--- src/rtl/vend_pkg.sv ---
package vend_pkg;

    // Everything is counted in units of five cents.
    localparam int UNIT_CENTS   = 5;
    localparam int PRICE_CENTS  = 20;
    localparam int CHANGE_CENTS = 15;
    localparam int PRICE_UNITS  = PRICE_CENTS / UNIT_CENTS;
    localparam int CHANGE_UNITS = CHANGE_CENTS / UNIT_CENTS;
    localparam int CREDIT_W     = $clog2(PRICE_UNITS);
    localparam int COIN_W       = 2;
    localparam int COIN_UNITS_W = 3;
    localparam int SUM_W        = COIN_UNITS_W + 1;

    typedef enum logic [CREDIT_W-1:0] {
        CR_0  = 2'b00,
        CR_5  = 2'b01,
        CR_10 = 2'b10,
        CR_15 = 2'b11
    } credit_t;

    typedef enum logic [COIN_W-1:0] {
        COIN_NICKEL  = 2'b00,
        COIN_DIME    = 2'b01,
        COIN_QUARTER = 2'b10,
        COIN_NONE    = 2'b11
    } coin_t;

    typedef struct packed {
        logic dispense;
        logic ret_nickel;
        logic ret_dime;
    } vend_out_t;

    localparam vend_out_t OUT_IDLE = '{dispense: 1'b0, ret_nickel: 1'b0, ret_dime: 1'b0};

    typedef struct packed {
        credit_t   credit;
        vend_out_t out;
    } vend_step_t;

    function automatic logic [COIN_UNITS_W-1:0] coin_units(input coin_t c);
        case (c)
            COIN_NICKEL:  return COIN_UNITS_W'(1);
            COIN_DIME:    return COIN_UNITS_W'(2);
            COIN_QUARTER: return COIN_UNITS_W'(5);
            default:      return '0;
        endcase
    endfunction

endpackage

--- src/rtl/vend_coin_gate.sv ---
module vend_coin_gate
    import vend_pkg::*;
(
    input  logic [COIN_W-1:0] coin_code,
    input  logic              coin_valid,
    output logic              accept,
    output coin_t             coin
);
    always_comb begin
        coin   = coin_t'(coin_code);
        accept = coin_valid && (coin != COIN_NONE);
    end
endmodule

--- src/rtl/vend_step_logic.sv ---
module vend_step_logic
    import vend_pkg::*;
(
    input  credit_t    cur,
    input  coin_t      coin,
    output vend_step_t step
);
    logic [SUM_W-1:0] total;
    logic [SUM_W-1:0] excess;
    logic [SUM_W-1:0] change;

    always_comb begin
        total  = SUM_W'(cur) + SUM_W'(coin_units(coin));
        excess = total - SUM_W'(PRICE_UNITS);
        change = (excess > SUM_W'(CHANGE_UNITS)) ? SUM_W'(CHANGE_UNITS) : excess;
        if (total >= SUM_W'(PRICE_UNITS)) begin
            step.credit         = CR_0;
            step.out.dispense   = 1'b1;
            step.out.ret_nickel = change[0];
            step.out.ret_dime   = change[1];
        end else begin
            step.credit = credit_t'(total[CREDIT_W-1:0]);
            step.out    = OUT_IDLE;
        end
    end
endmodule

--- src/rtl/vend_ctrl.sv ---
module vend_ctrl
    import vend_pkg::*;
(
    input  logic       clk,
    input  logic       rst,
    input  logic [1:0] coin_code,
    input  logic       coin_valid,
    output logic [1:0] credit,
    output logic       dispense,
    output logic       ret_nickel,
    output logic       ret_dime
);
    credit_t    credit_q;
    vend_out_t  out_q;
    logic       accept;
    coin_t      coin;
    vend_step_t step;

    vend_coin_gate u_gate (
        .coin_code (coin_code),
        .coin_valid(coin_valid),
        .accept    (accept),
        .coin      (coin)
    );

    vend_step_logic u_step (
        .cur (credit_q),
        .coin(coin),
        .step(step)
    );

    always_ff @(posedge clk) begin
        if (rst) begin
            credit_q <= CR_0;
            out_q    <= OUT_IDLE;
        end else if (accept) begin
            credit_q <= step.credit;
            out_q    <= step.out;
        end else begin
            out_q    <= OUT_IDLE;
        end
    end

    assign credit     = credit_q;
    assign dispense   = out_q.dispense;
    assign ret_nickel = out_q.ret_nickel;
    assign ret_dime   = out_q.ret_dime;
endmodule

--- config.mk ---
export PLATFORM = sky130hd
export DESIGN_NAME = vend_ctrl
export DESIGN_NICKNAME = d
export VERILOG_FILES = /design/src/rtl/vend_pkg.sv /design/src/rtl/vend_coin_gate.sv /design/src/rtl/vend_step_logic.sv /design/src/rtl/vend_ctrl.sv
export SDC_FILE = /design/constraint.sdc
export NUM_CORES = 1
export LEC_CHECK = 0
export ABC_CLOCK_PERIOD_IN_PS = 1600
export BUFFER_PORTS_ARGS = -buffer_cell sky130_fd_sc_hd__clkbuf_2
export CAP_MARGIN = 30
export CORE_AREA = 2 2 39 41
export DETAILED_ROUTE_END_ITERATION = 12
export DIE_AREA = 0 0 41 43
export SETUP_SLACK_MARGIN = 0.2
export SLEW_MARGIN = 25
export SYNTH_ARGS = -nofsm -noshare
export SYNTH_HDL_FRONTEND = slang
export SYNTH_SLANG_ARGS = --single-unit
--- constraint.sdc ---
create_clock -name clk -period 1.6 [get_ports clk]
set_input_delay 0.16 -clock clk [delete_from_list [all_inputs] [get_ports clk]]
set_output_delay 0.16 -clock clk [all_outputs]
set_load 0.1 [all_outputs]
==> impl_metrics.ini, run 1 <==
[status]
outcome = completed

[critical_path]
path_max_fanout = 3
rrSetupSlack_ns = 0.05
cp.arrival_ns = 1.68
rr_worst_depth = 6
r2r-start = credit[0]
reg2reg_to = credit[1]
crit_type = reg2reg
cp.required_ns = 1.73
critPathLaunchType = flop
cp-end-kind = flop

[route]
drt_iter0_drc = 10
drtAntennaViolNets = 0
drt-total-wl_um = 652
dr.pass1.iters = 4
viasPerCell = 4.44
drt-wirelength-per-cell_um = 9.59
route.detailed.drc = 0
num_vias = 302

[floorplan]
start_util_pct = 22.2
fp.dieH_um = 43
io_pins = 10
dieArea_um2 = 1760
core_um2 = 1380
chipWidth_um = 41
core.rowCount = 14

[clocking]
numCtsBuffers = 3
clock_latency_ns = 0.24
ctsLongestPathBuffers = 2
cts_sinks = 5
htree_num_levels = 1
cts-root-buf = clkbuf_4
cts_tree = yes
holdBufCountCts = 0
clk_pin_slew_ns = 0.04

[place]
gpl.final_weighted_congestion = 0.762
dp_hpwl_um = 501
preCtsSetupSlack_ns = -0.0295
io_buffers = 9
placed_area_um2 = 417

[global_routing]
grt_util_met3_pct = 6.28
grtUsageTotal_pct = 8.94
grt_pass1_wl_um = 993
grt_max_degree = 8
grt_util_met1_pct = 11.0
met2_usage_pct = 11.6
busiest_layer = met2
grt_pass1_vias = 239
grt-ovfl-total = 0
antenna_found_initial = 0

[cells_and_area]
nets = 61
layout-drive-gt1-share_pct = 53.8
utilization_pct = 34.3
stdcell_area_um2 = 474
antenna_cells = 0
syn2layout_area_growth_pct = 54.7
fill_cells = 144

[sta]
max_freq_mhz = 645
worst_slack_ns = 0.0490
finClkSkew_ns = 0.00164
slew_headroom_pct = 64.3
drv_slew = 0
worstMarginPinSlew_ns = 0.538
fin_crit_sh_pct = 96.9
finalHoldViolCount = 0
rsz0062_at_grt = yes
finalSetupTns_ns = 0
setup_viol = 0
min_period_ns = 1.55

[yosys]
syn_area_per_cell_um2 = 9.02
ys_ff_latch = 5
syn_inst = 34
ys_warn_count = 0
synth_cell_types = 18
ys_seq_area_share_pct = 32.7
syn_nets = 42
synth_area_um2 = 307

[power]
p_leak_nw = 0.230
peakVddDrop_mv = 0.354
power_density_nw_per_um2 = 815

[min_path]
min_from = rst
hold_path.class = in2reg
min_to = dispense
whs_path_depth = 2

[job]
drv_cap = 0
-- critical path: stages (launching register included) --
cell and delay, ns:
dfxtp_4 0.35, ha_4 0.13, inv_2 0.04, fa_2 0.34
nor3b_2 0.18, a21oi_2 0.07, o41ai_2 0.34
-- cells in the final DEF (no fill, tap or decap) --
cell type	count
or2b_1	1
clkbuf_1	1
dfxtp_4	2
a21oi_1	1
mux2i_1	1
ha_4	1
ha_1	1
clkbuf_2	9
nor2_1	1
nor3_1	2
fa_2	1
nand2_1	3
o41ai_1	1
inv_1	5
nand2b_4	1
nand3b_1	2
a21oi_2	2
nor3b_2	2
inv_2	1
clkbuf_4	3
dfxtp_1	3
o41ai_2	1
buf_4	5
a31oi_1	1
o21ai_1	1
-- registers in the layout (all words and copies together), names as in the netlist --
register,cells
credit,2
dispense,1
ret_dime,1
ret_nickel,1
-- cells in the mapped netlist, drive strengths merged --
cell type,n,area share [%]
nor3b,2,6.5
o41ai,2,5.7
nor3,2,3.3
dfxtp,5,33
inv,6,7.3
a21oi,3,6.1
o21ai,1,1.6
nand2b,1,4.5
nand2,3,3.7
a31oi,1,2.0
nor2,1,1.2
or2b,1,2.4
fa,1,6.5
ha,2,8.2
nand3b,2,4.9
mux2i,1,3.3
-- logic make-up after synthesis --
| logic type | count (synthesis) | synth area share (%) |
|---|---|---|
| flops | 5 | 32.7 |
| mux | 1 | 3.27 |
| buf+inv | 6 | 7.35 |
| compound gates | 7 | 15.5 |
| fa+ha+maj | 3 | 14.7 |
| simple gates | 12 | 26.5 |
-- through the flow --
stage / power, mW / hold WS (ns) / instances
after floorplan: 0.211 / 0.231 / 34
after global placement: 0.235 / 0.413 / 62
after detailed placement: 0.237 / 0.419 / 62
after CTS: 0.389 / 0.167 / 68
after global routing: 0.415 / 0.189 / 68
final: 0.386 / 0.190 / 68
-- layout make-up --
type                       instances  area [um2]  share of cell area, %
clock buffer                       4        26.3                   5.54
tap                               16        20.0                   4.22
multi-input combinational         23         215                   45.4
sequential                         5         108                   22.7
inverter                           6        22.5                   4.75
timing repair buffer              14        82.6                   17.4
-- metal layers --
layer  part of all wire (%)  wire length (um)
met5                      0                 0
met2                     52               339
met4                      0                 0
met1                     41               269
met3                    6.6                43
-- how the worst max path moves through the flow --
| stage | from | slack [ns] | end |
|---|---|---|---|
| after floorplan | credit[0] | -0.11 | credit[0] |
| after global placement | coin_code[0] | -0.04 | credit[1] |
| after detailed placement | coin_code[0] | -0.03 | credit[1] |
| after CTS | credit[0] | 0.04 | credit[1] |
| after global routing | credit[0] | -0.06 | credit[1] |
| final | credit[0] | 0.05 | credit[1] |
-- repair_timing --
| action | in CTS | in global routing |
|---|---|---|
| setup endpoints to repair | 5 | 5 |
| gates resized for setup | 1 | 2 |
| pin swaps | 2 | 0 |
| setup buffers | 2 | 0 |
| gates cloned | 0 | 0 |
-- where the power goes --
part / switching [mW] / leakage, nW / internal [mW]
combinational: 0.0716 / 0.173 / 0.0377
sequential: 0.00366 / 0.0421 / 0.129
clock: 0.0504 / 0.0150 / 0.0942
total: 0.126 / 0.230 / 0.261
Note: power is estimated with default switching activity, not from simulation.
==> inputs of run 2 (changes only) <==
--- a/config.mk
+++ b/config.mk
@@ -5,6 +5,7 @@
 export SDC_FILE = /design/constraint.sdc
 export NUM_CORES = 1
 export LEC_CHECK = 0
+export ABC_AREA = 1
 export ABC_CLOCK_PERIOD_IN_PS = 1600
 export BUFFER_PORTS_ARGS = -buffer_cell sky130_fd_sc_hd__clkbuf_2
 export CAP_MARGIN = 30
==> impl_metrics.ini, run 2 <==
[sta]
min_period_ns = 1.38
finalHoldViolCount = 0
drv_slew = 0
worstMarginPinSlew_ns = 0.540
fin_crit_sh_pct = 86.0
finClkSkew_ns = 0.00479
slew_headroom_pct = 64.2
timing.hold.ws_ns = 0.109
worst_slack_ns = 0.224
max_freq_mhz = 727
finalSetupTns_ns = 0
rsz0062_at_grt = yes
setup_viol = 0

[clocking]
htree_num_levels = 1
clk_pin_slew_ns = 0.04
ctsLongestPathBuffers = 2
holdBufCountCts = 0
numCtsBuffers = 3
cts_sinks = 5
cts-root-buf = clkbuf_4
cts_tree = yes
clock_latency_ns = 0.24

[min_path]
min_from = rst
hold_path.class = in2reg
min_to = credit[0]
whs_path_depth = 2

[cells_and_area]
antenna_cells = 0
final_cell_count_no_fill = 73
stdcell_area_um2 = 423
fill_cells = 166
seqCellArea_um2 = 108
final_cell_mix = nand2_1 (9), clkbuf_2 (9), inv_1 (7)
nets = 66
largest_reg_flops = 2
layout-drive-gt1-share_pct = 45.6
multiInputGateArea_um2 = 183
syn2layout_area_growth_pct = 41.4

[power]
p_sw_mw = 0.138
peakVddDrop_mv = 0.525
p_seq_share_pct = 34.6
clockPowerShare_pct = 36.9
p_int_mw = 0.253
combPwrFrac_pct = 28.6
p_leak_nw = 0.232
p_sw_share_pct = 35.3
power_density_nw_per_um2 = 925

[yosys]
syn_inst = 44
synth_area_um2 = 299
syn_area_per_cell_um2 = 6.80
synthTopCellsByArea = dfxtp_1 (33%), nand2_1 (13%), inv_1 (11%), ha_1 (8.4%), a21oi_1 (6.7%)
synthTopCellsByCount = nand2_1 (10), inv_1 (9), dfxtp_1 (5), nor2_1 (5), a21oi_1 (4)
yosysMostFrequentCell = nand2_1
ys_seq_area_share_pct = 33.5
synth_top_area_share_pct = 33.5
synth_enable_flop_cells = 0
netlist.top_cell.by_area = dfxtp_1
ys_async_sr_fraction_pct = 0
syn_nets = 52
ys_ff_latch = 5
synth_flop_cell = dfxtp_1
ys_warn_count = 0
synth_cell_types = 11

[critical_path]
crit_type = reg2reg
cp-end-kind = flop
path_max_fanout = 3
r2r-start = credit[0]
cp.arrival_ns = 1.50
rrSetupSlack_ns = 0.22
cp.required_ns = 1.72
rr_worst_depth = 9
critPathLaunchType = flop
reg2reg_to = ret_nickel

[global_routing]
grt_pass1_wl_um = 1060
antenna_found_initial = 0
grt_pass1_vias = 276
grt-ovfl-total = 0
grt_max_degree = 6
grtUsageTotal_pct = 9.36

[place]
dp.cells = 69
placed_area_um2 = 389
io_buffers = 9
gpl.final_weighted_congestion = 0.704
preCtsSetupSlack_ns = 0.113
dp_hpwl_um = 500

[floorplan]
core_um2 = 1380
core.rowCount = 14
io_pins = 10
fp.dieH_um = 43
chipWidth_um = 41
dieArea_um2 = 1760
start_util_pct = 21.6

[route]
drt-total-wl_um = 586
dr.pass1.iters = 4
drtAntennaViolNets = 0
drt_iter0_drc = 7
num_vias = 298
viasPerCell = 4.08
drt-wirelength-per-cell_um = 8.03
route.detailed.drc = 0

[job]
drv_cap = 0

[status]
outcome = completed
-- run 2: changes by cell type in the layout (fill, tap and decap cells not counted), moves of 3 or more --
cell,delta
a21oi_1,+3
buf_4,-5
inv_2,+3
nand2_1,+6
nand2_2,+4
nor2_1,+3
-- run 2: worst max path at each step --
stage / slack, ns / endpoint / start
after CTS: 0.21 / ret_nickel / credit[0]
after global placement: 0.15 / ret_dime / coin_code[0]
after detailed placement: 0.11 / ret_dime / coin_code[0]
final: 0.22 / ret_nickel / credit[0]
after floorplan: 0.05 / ret_dime / credit[0]
after global routing: 0.14 / ret_nickel / credit[0]
-- run 2: power by group through the flow --
stage	Clock, mW	Combinational (mW)	Sequential (mW)
after floorplan	0	0.0414	0.184
after global placement	0	0.109	0.138
after detailed placement	0	0.112	0.138
after CTS	0.151	0.112	0.136
after global routing	0.165	0.124	0.136
final	0.144	0.112	0.135
-- run 2: critical path, cell delays in order (launching register included) --
cell and delay (ns):
dfxtp_4 0.36, ha_4 0.13, inv_2 0.03, fa_2 0.34, inv_2 0.06, nand3_2 0.07, nand2_2 0.10, nand2_2 0.07
nand2_2 0.07, a21oi_1 0.04
-- run 2: stage by stage --
step | power [mW] | util [%]
floorplan | 0.225 | -
global placement | 0.246 | 28.1
detailed placement | 0.250 | 28.1
CTS | 0.399 | 30.0
global route | 0.425 | 30.6
finish | 0.391 | 30.6
-- run 2: cell type report --
cell class	instances	area share [%]
multi-input combinational	28	43.2
sequential	5	25.4
timing repair buffer	9	10.7
inverter	11	9.76
clock buffer	4	6.21
tap	16	4.73
-- run 2: repair_timing --
item / in CTS / in global routing
endpoints found under the setup margin: 0 / 5
gates resized for setup: 0 / 3
setup buffers: 0 / 0
-- run 2: per-layer routing --
| metal | track usage, % | up-vias | wire length (um) |
|---|---|---|---|
| li1 | - | 157 | - |
| met1 | 10.4 | 128 | 222 |
| met2 | 13.4 | 13 | 310 |
| met3 | 6.28 | 0 | 53 |
| met4 | 4.00 | 0 | 0 |
| met5 | 0 | - | 0 |
-- run 2: logic make-up after synthesis --
kind of cell,synth area share (%)
simple gates,31.0
flops,33.5
compound gates,6.69
fa+ha+maj,15.1
buf+inv,13.8
==> inputs of run 3 (changes only) <==
--- a/config.mk
+++ b/config.mk
@@ -7,11 +7,11 @@
 export LEC_CHECK = 0
 export ABC_AREA = 1
 export ABC_CLOCK_PERIOD_IN_PS = 1600
-export BUFFER_PORTS_ARGS = -buffer_cell sky130_fd_sc_hd__clkbuf_2
 export CAP_MARGIN = 30
 export CORE_AREA = 2 2 39 41
 export DETAILED_ROUTE_END_ITERATION = 12
 export DIE_AREA = 0 0 41 43
+export DONT_BUFFER_PORTS = 1
 export SETUP_SLACK_MARGIN = 0.2
 export SLEW_MARGIN = 25
 export SYNTH_ARGS = -nofsm -noshare
==> impl_metrics.ini, run 3 (synthesis results as in run 2) <==
[route]
routed.top_layer = met3
drt-total-wl_um = 559
drtAntennaViolNets = 0
drt-wirelength-per-cell_um = 7.99
wl_met2_um = 271
dr.pass1.iters = 4
wl_met3_um = 23
num_vias = 277
viasPerCell = 3.96
route.detailed.drc = 0
drt-met1-wl_um = 264
drt_iter0_drc = 4

[sta]
worst_slack_ns = 0.240
slew_headroom_pct = 81.1
min_period_ns = 1.36
max_freq_mhz = 735
setup_viol = 0
worstMarginPinSlew_ns = 0.284
timing.hold.ws_ns = 0.0808
drv_slew = 0
rsz0062_at_grt = yes
fin_crit_sh_pct = 85.0
finalHoldViolCount = 0
finalSetupTns_ns = 0
finClkSkew_ns = 0.00517

[job]
drv_cap = 0

[global_routing]
grt_pass1_vias = 230
grt-ovfl-total = 0
antenna_found_initial = 0
grt_pass1_wl_um = 959
grt_max_degree = 6
grtUsageTotal_pct = 8.25

[critical_path]
crit_top_cell = nand2_2
path_max_fanout = 3
worstPathCellList = ha_4 > inv_2 > fa_2 > inv_2 > nand3_2 > nand2_2 > nand2_2 > nand2_2 > a21oi_1
rr_worst_depth = 9
cp.required_ns = 1.72
cp-end-kind = flop
critPathLaunchType = flop
crit_type = reg2reg
slowest_delay_ns = 0.35
slowest_stage = dfxtp_4
cp.arrival_ns = 1.48

[clocking]
post_cts_buffers = 0
numCtsBuffers = 3
cts-root-buf = clkbuf_4
cts_sinks = 5
ctsLongestPathBuffers = 2
cts_tree = yes
clock_latency_ns = 0.24
htree_num_levels = 1
clk_pin_slew_ns = 0.05

[cells_and_area]
largest_reg_flops = 2
final_cell_mix = nand2_1 (9), inv_1 (7), buf_4 (5)
layout-drive-gt1-share_pct = 40.7
antenna_cells = 0
fill_cells = 155
utilization_pct = 30.7
nets = 63
final_common_cell = nand2_1
syn2layout_area_growth_pct = 42.3

[floorplan]
start_util_pct = 21.6
core.rowCount = 14
chipWidth_um = 41
fp.dieH_um = 43
core_um2 = 1380
dieArea_um2 = 1760
io_pins = 10

[power]
power_density_nw_per_um2 = 912
clockPowerShare_pct = 37.1
p_total_mw = 0.388
p_leak_nw = 0.223
peakVddDrop_mv = 0.480
combPwrFrac_pct = 28.2
p_int_mw = 0.255
p_sw_mw = 0.133
p_seq_share_pct = 34.8
p_sw_share_pct = 34.3

[status]
outcome = completed

[place]
dp_hpwl_um = 463
preCtsSetupSlack_ns = 0.235
gpl.final_weighted_congestion = 0.744
io_buffers = 0

[min_path]
hold_path.class = in2reg
whs_path_depth = 2
-- run 3: cell types whose count changed in the layout (fill, tap and decap cells not counted), sizes merged --
cell,change
dlygate4sd3,+1
buf,+5
clkbuf,-9
-- run 3: cell type report --
class                           count  area (um2)  area share [%]
Inverter                           11        41.3            9.71
Clock buffer                        4        26.3            6.18
Multi-Input combinational cell     28         183            42.9
Tap cell                           16        20.0            4.71
Sequential cell                     5         108            25.3
Timing Repair Buffer                6        47.5            11.2
-- run 3: timing repair --
item                                    4_1_cts  5_1_grt
gates resized for setup                       0        3
hold buffers                                  1        0
hold endpoints to repair                      1        0
endpoints found under the setup margin        0        4
-- run 3: stage by stage --
stage / instance area, um2 / cells
3_5_place_dp: 382 / 65
6_report: 425 / 70
4_1_cts: 418 / 70
2_1_floorplan: 324 / 44
3_3_place_gp: 382 / 65
5_1_grt: 425 / 70
-- run 3: final timing paths --
kind	from	endpoint	slack [ns]
worst min-delay path	rst	credit[1]	0.08
worst max-delay path	credit[0]	ret_nickel	0.24
worst max register to register	credit[0]	ret_nickel	0.24
worst min register to register	credit[1]	credit[1]	0.65
-- run 3: power groups by stage --
stage / Clock (mW) / Sequential, mW / Combinational [mW]
after floorplan: 0 / 0.184 / 0.0414
after global placement: 0 / 0.137 / 0.105
after CTS: 0.151 / 0.135 / 0.109
after detailed placement: 0 / 0.137 / 0.106
final: 0.144 / 0.135 / 0.109
after global routing: 0.163 / 0.136 / 0.119
-- run 3: per-layer routing --
layer | GRT usage, % | vias to the layer above
met1 | 11.7 | 120
met4 | 4.00 | 0
met3 | 4.71 | 0
met2 | 9.69 | 6
li1 | - | 151
met5 | 0 | -
-- run 3: worst max-delay path, delay by kind of cell (launching register included) --
family	cells	cell delay, ns
flops	1	0.35
simple gates	4	0.30
compound gates	1	0.04
fa+ha+maj	2	0.46
buf+inv	2	0.09
